**config.mk**
```make
export PLATFORM = sky130hd
export DESIGN_NAME = chg_alert_gpio
export DESIGN_NICKNAME = d
export VERILOG_FILES = /design/src/rtl/gpa_pkg.sv /design/src/rtl/gpa_sync_edge.sv /design/src/rtl/gpa_pad_drive.sv /design/src/rtl/gpa_status.sv /design/src/rtl/chg_alert_gpio.sv
export SDC_FILE = /design/constraint.sdc
export NUM_CORES = 1
export LEC_CHECK = 0
export CAP_MARGIN = 10
export CORE_MARGIN = 2
export CORE_UTILIZATION = 39
export CTS_BUF_LIST = sky130_fd_sc_hd__clkbuf_4
export DETAILED_ROUTE_END_ITERATION = 12
export DONT_BUFFER_PORTS = 1
export SYNTH_ARGS = -nofsm -noshare
export SYNTH_HDL_FRONTEND = slang
export SYNTH_HIERARCHICAL = 1
export SYNTH_SLANG_ARGS = --single-unit
export TNS_END_PERCENT = 20
```
**constraint.sdc**
```tcl
create_clock -name clk -period 1.9 [get_ports clk]
set_clock_uncertainty 0.15 [all_clocks]
set_input_delay 0.095 -clock clk [delete_from_list [all_inputs] [get_ports clk]]
set_output_delay 0.095 -clock clk [all_outputs]
set_load 0.02 [all_outputs]
```
**src/rtl/gpa_pkg.sv**
```systemverilog
package gpa_pkg;
   typedef enum logic [1:0] {
      PM_OFF = 2'b00,
      PM_IN  = 2'b01,
      PM_PP  = 2'b10,
      PM_OD  = 2'b11
   } pin_mode_e;
endpackage

```
**src/rtl/gpa_sync_edge.sv**
```systemverilog
module gpa_sync_edge #(
   parameter int W      = 3,
   parameter int STAGES = 2
) (
   input  logic         clk,
   input  logic         rst_n,
   input  logic [W-1:0] async_in,
   output logic [W-1:0] sync_out,
   output logic [W-1:0] chg
);
   initial begin
      if (STAGES < 2) $error("gpa_sync_edge: STAGES must be at least 2");
   end

   logic [STAGES-1:0][W-1:0] stage_q;
   logic [W-1:0]             prev_q;

   always_ff @(posedge clk or negedge rst_n) begin
      if (!rst_n) begin
         stage_q <= '0;
         prev_q  <= '0;
      end else begin
         stage_q[0] <= async_in;
         for (int s = 1; s < STAGES; s++) stage_q[s] <= stage_q[s-1];
         prev_q <= stage_q[STAGES-1];
      end
   end

   assign sync_out = stage_q[STAGES-1];
   assign chg      = stage_q[STAGES-1] ^ prev_q;
endmodule

```
**src/rtl/gpa_pad_drive.sv**
```systemverilog
module gpa_pad_drive
   import gpa_pkg::*;
(
   input  logic [1:0] mode,
   input  logic       data,
   output logic       drv_level,
   output logic       drv_en,
   output logic       is_input
);
   always_comb begin
      drv_level = 1'b0;
      drv_en    = 1'b0;
      is_input  = 1'b0;
      case (pin_mode_e'(mode))
         PM_IN: is_input = 1'b1;
         PM_PP: begin
            drv_en    = 1'b1;
            drv_level = data;
         end
         PM_OD: drv_en = ~data;
         default: ;
      endcase
   end
endmodule

```
**src/rtl/gpa_status.sv**
```systemverilog
module gpa_status #(
   parameter int W = 3
) (
   input  logic         clk,
   input  logic         rst_n,
   input  logic         clr,
   input  logic [W-1:0] chg,
   output logic [W-1:0] sts
);
   always_ff @(posedge clk or negedge rst_n) begin
      if (!rst_n) sts <= '0;
      else        sts <= (clr ? '0 : sts) | chg;
   end
endmodule

```
**src/rtl/chg_alert_gpio.sv**
```systemverilog
module chg_alert_gpio #(
   parameter int          NUM_PINS    = 3,
   parameter int          ADDR_W      = 8,
   parameter int          DATA_W      = 8,
   parameter int          SYNC_STAGES = 2,
   parameter logic [7:0]  ADDR_OUT    = 8'hE4,
   parameter logic [7:0]  ADDR_EN     = 8'hE5,
   parameter logic [7:0]  ADDR_STS    = 8'hE6
) (
   input  logic                  clk,
   input  logic                  rst_n,
   input  logic                  bus_sel,
   input  logic                  bus_wr,
   input  logic [ADDR_W-1:0]     bus_addr,
   input  logic [DATA_W-1:0]     bus_wdata,
   output logic [DATA_W-1:0]     bus_rdata,
   input  logic [2*NUM_PINS-1:0] pin_mode,
   input  logic [NUM_PINS-1:0]   pin_in,
   output logic [NUM_PINS-1:0]   pin_out,
   output logic [NUM_PINS-1:0]   pin_oe,
   output logic                  alert_n
);
   localparam logic [ADDR_W-1:0] A_OUT = ADDR_W'(ADDR_OUT);
   localparam logic [ADDR_W-1:0] A_EN  = ADDR_W'(ADDR_EN);
   localparam logic [ADDR_W-1:0] A_STS = ADDR_W'(ADDR_STS);

   initial begin
      if (NUM_PINS < 1 || NUM_PINS > DATA_W)
         $error("chg_alert_gpio: NUM_PINS must lie in 1..DATA_W");
      if (ADDR_W < 8) $error("chg_alert_gpio: ADDR_W must be at least 8");
   end

   logic [NUM_PINS-1:0] out_q, en_q, sts_q, chg, in_sync, in_mode;
   logic                wr_out, wr_en, rd_sts;
   logic                unused_wdata;

   assign unused_wdata = &{1'b0, bus_wdata, in_sync};

   assign wr_out = bus_sel &  bus_wr & (bus_addr == A_OUT);
   assign wr_en  = bus_sel &  bus_wr & (bus_addr == A_EN);
   assign rd_sts = bus_sel & ~bus_wr & (bus_addr == A_STS);

   always_ff @(posedge clk or negedge rst_n) begin
      if (!rst_n) begin
         out_q <= '0;
         en_q  <= '0;
      end else begin
         if (wr_out) out_q <= bus_wdata[NUM_PINS-1:0];
         if (wr_en)  en_q  <= bus_wdata[NUM_PINS-1:0];
      end
   end

   gpa_sync_edge #(.W(NUM_PINS), .STAGES(SYNC_STAGES)) sync_i (
      .clk(clk), .rst_n(rst_n), .async_in(pin_in),
      .sync_out(in_sync), .chg(chg)
   );

   gpa_status #(.W(NUM_PINS)) sts_i (
      .clk(clk), .rst_n(rst_n), .clr(rd_sts), .chg(chg), .sts(sts_q)
   );

   for (genvar p = 0; p < NUM_PINS; p++) begin : g_pin
      gpa_pad_drive drv_i (
         .mode(pin_mode[2*p +: 2]), .data(out_q[p]),
         .drv_level(pin_out[p]), .drv_en(pin_oe[p]), .is_input(in_mode[p])
      );
   end

   assign alert_n = ~|(sts_q & en_q & in_mode);

   always_comb begin
      bus_rdata = '0;
      if (bus_sel && !bus_wr) begin
         if (bus_addr == A_OUT)      bus_rdata[NUM_PINS-1:0] = out_q;
         else if (bus_addr == A_EN)  bus_rdata[NUM_PINS-1:0] = en_q;
         else if (bus_addr == A_STS) bus_rdata[NUM_PINS-1:0] = sts_q;
      end
   end
endmodule

```
==> results.toml <==
[worst_setup_path]
crit_arrival_ns = 1.50
slowest_delay_ns = 0.46
cp-end-kind = "output port"
r2r_start = "out_q[1]"
crit_chain = "or3b_1 > or4_4 > a2111oi_1 > buf_4"
r2r-end = "out_q[1]"
worst_path_max_delay_cell = "or4_4"
cp-start-kind = "input port"
cp_data_required_time_ns = 1.65
crit_start = "bus_addr[3]"
r2r_setup_slack_ns = 0.95
worstSetupPathType = "in -> out"
rr_worst_depth = 1
crit_path_max_fanout = 4

[sta]
min_period_ns = 1.75
fin_tns_setup_ns = 0
fin_crit_sh_pct = 92.1
tightest_slew_ns = 0.767
setup_viol = 0
drv_slew = 0
slew_headroom_pct = 48.7
max_clock_freq_mhz = 571
grt_setup_unrepaired = "false"
fin_ws_ns = 0.150
hold_viol = 0

[hold_path]
min_to = "out_q[2]"
hold_path.startpoint = "bus_sel"
min_delay_path_depth = 3
hold_path_class = "in -> reg"

[clocking]
clk_path_buf_depth = 2
root_buffer = "clkbuf_4"
postCtsResizedCells = 0
cts_tree = "built"
path_clk_slew_ns = 0.10
clock_latency_ns = 0.28
cts-buffers-inserted = 3
cts.htree.levels = 1
clock_sinks = 18

[layout]
area_growth_pct = 18.1
final_util_pct = 48.0
final.fill_count = 197
design_area_sq_um = 1050
layout.nets = 119
diodes = 0
multi_input_area_sq_um = 412
final_common_cell = "dfrtp_1"
register_area_sq_um = 450
mostFrequentLayoutCells = "dfrtp_1, dlygate4sd3_1, nor2b_1, mux2_2, conb_1"
drive_above_1_share_pct = 22.5

[floorplan]
die-area_sq_um = 2680
start_util_pct = 40.6
rows = 17
ios = 44
die_w_um = 51.8
fp.dieH_um = 51.8
coreArea_sq_um = 2190

[global_route]
grt_pass1_wl_mm = 2.50
grt_use_total_pct = 12.5
antenna_found_initial = 0
grt_start_max_net_pins = 19
grt_pass1_vias = 602
overflow = 0

[synthesis]
synthesis.area_sq_um = 890
syn-mean-instance-area_sq_um = 12.2
syn_inst = 73
yosys_warnings = 6

[power_and_ir_drop]
max-vdd-ir-drop_mv = 0.432
powerDensity_nw_per_um2 = 625
p_total_uw = 657
total_leakage_power_uw = 0.000467

[routing]
viasPerCell = 5.16
vias = 604
ant_nets = 0
wl_mm = 1.53
avgRoutedWirePerCell_um = 13.1
drt_iter0_markers = 6
drt_drc_violations_left = 0
first_pass_iters = 4

[place]
post-place-ws_ns = 0.172
gp_congestion = 0.755
placed_area_sq_um = 935
place_hpwl_mm = 1.17
io_buffers = 0

[flow_run]
cap_violations = 0

[status]
status = "complete, no violations"
-- sequential cells by signal, summed over array words and instances, names as in the netlist --
name	count
sync_i/prev_q	3
sync_i/sync_out	3
sync_i/stage_q	3
out_q	3
en_q	3
sts_i/sts	3
-- critical path, delay by kind of cell --
| kind | cells | cell delay [ns] |
|---|---|---|
| buf+inv | 1 | 0.22 |
| simple gates | 2 | 0.83 |
| compound gates | 1 | 0.36 |
-- timing repair --
action / in CTS / in global routing
endpoints found under the hold margin: 30 / 0
buffers inserted: 0 / 0
hold buffers: 9 / 0
-- metal layers --
layer  routed length (um)  global-route usage (%)  part of all wire, %
met1                  684                    14.8                   45
met2                  728                    21.6                   48
met3                   98                    2.87                  6.4
met4                   21                    5.70                  1.4
met5                    0                       0                    0
-- power breakdown --
group	internal (uW)	switching (uW)
clock network	76.1	105
logic	32.4	39.3
registers	396	7.51
-- layout make-up --
cell class                      count  area share (%)
Clock inverter                      1           0.357
Clock buffer                        3            2.14
Tap cell                           28            3.33
Sequential cell                    18            42.9
Timing Repair Buffer               13            11.4
Inverter                            2           0.714
Multi-Input combinational cell     52            39.2
-- metrics by stage --
stage	hold WS, ns	instances
final	0.0799	117
after global routing	0.0673	117
after CTS	0.0693	117
after detailed placement	-0.350	104
after global placement	-0.350	104
after floorplan	-0.351	77
-- worst max path at each step --
stage / endpoint / cells after the start / slack (ns)
5_1_grt: bus_rdata[0] / 4 / 0.09
6_report: bus_rdata[0] / 4 / 0.15
4_1_cts: bus_rdata[0] / 4 / 0.17
2_1_floorplan: bus_rdata[0] / 3 / -0.04
3_5_place_dp: bus_rdata[0] / 4 / 0.17
3_3_place_gp: bus_rdata[0] / 4 / 0.19
Power figures use the tool's default switching activity.
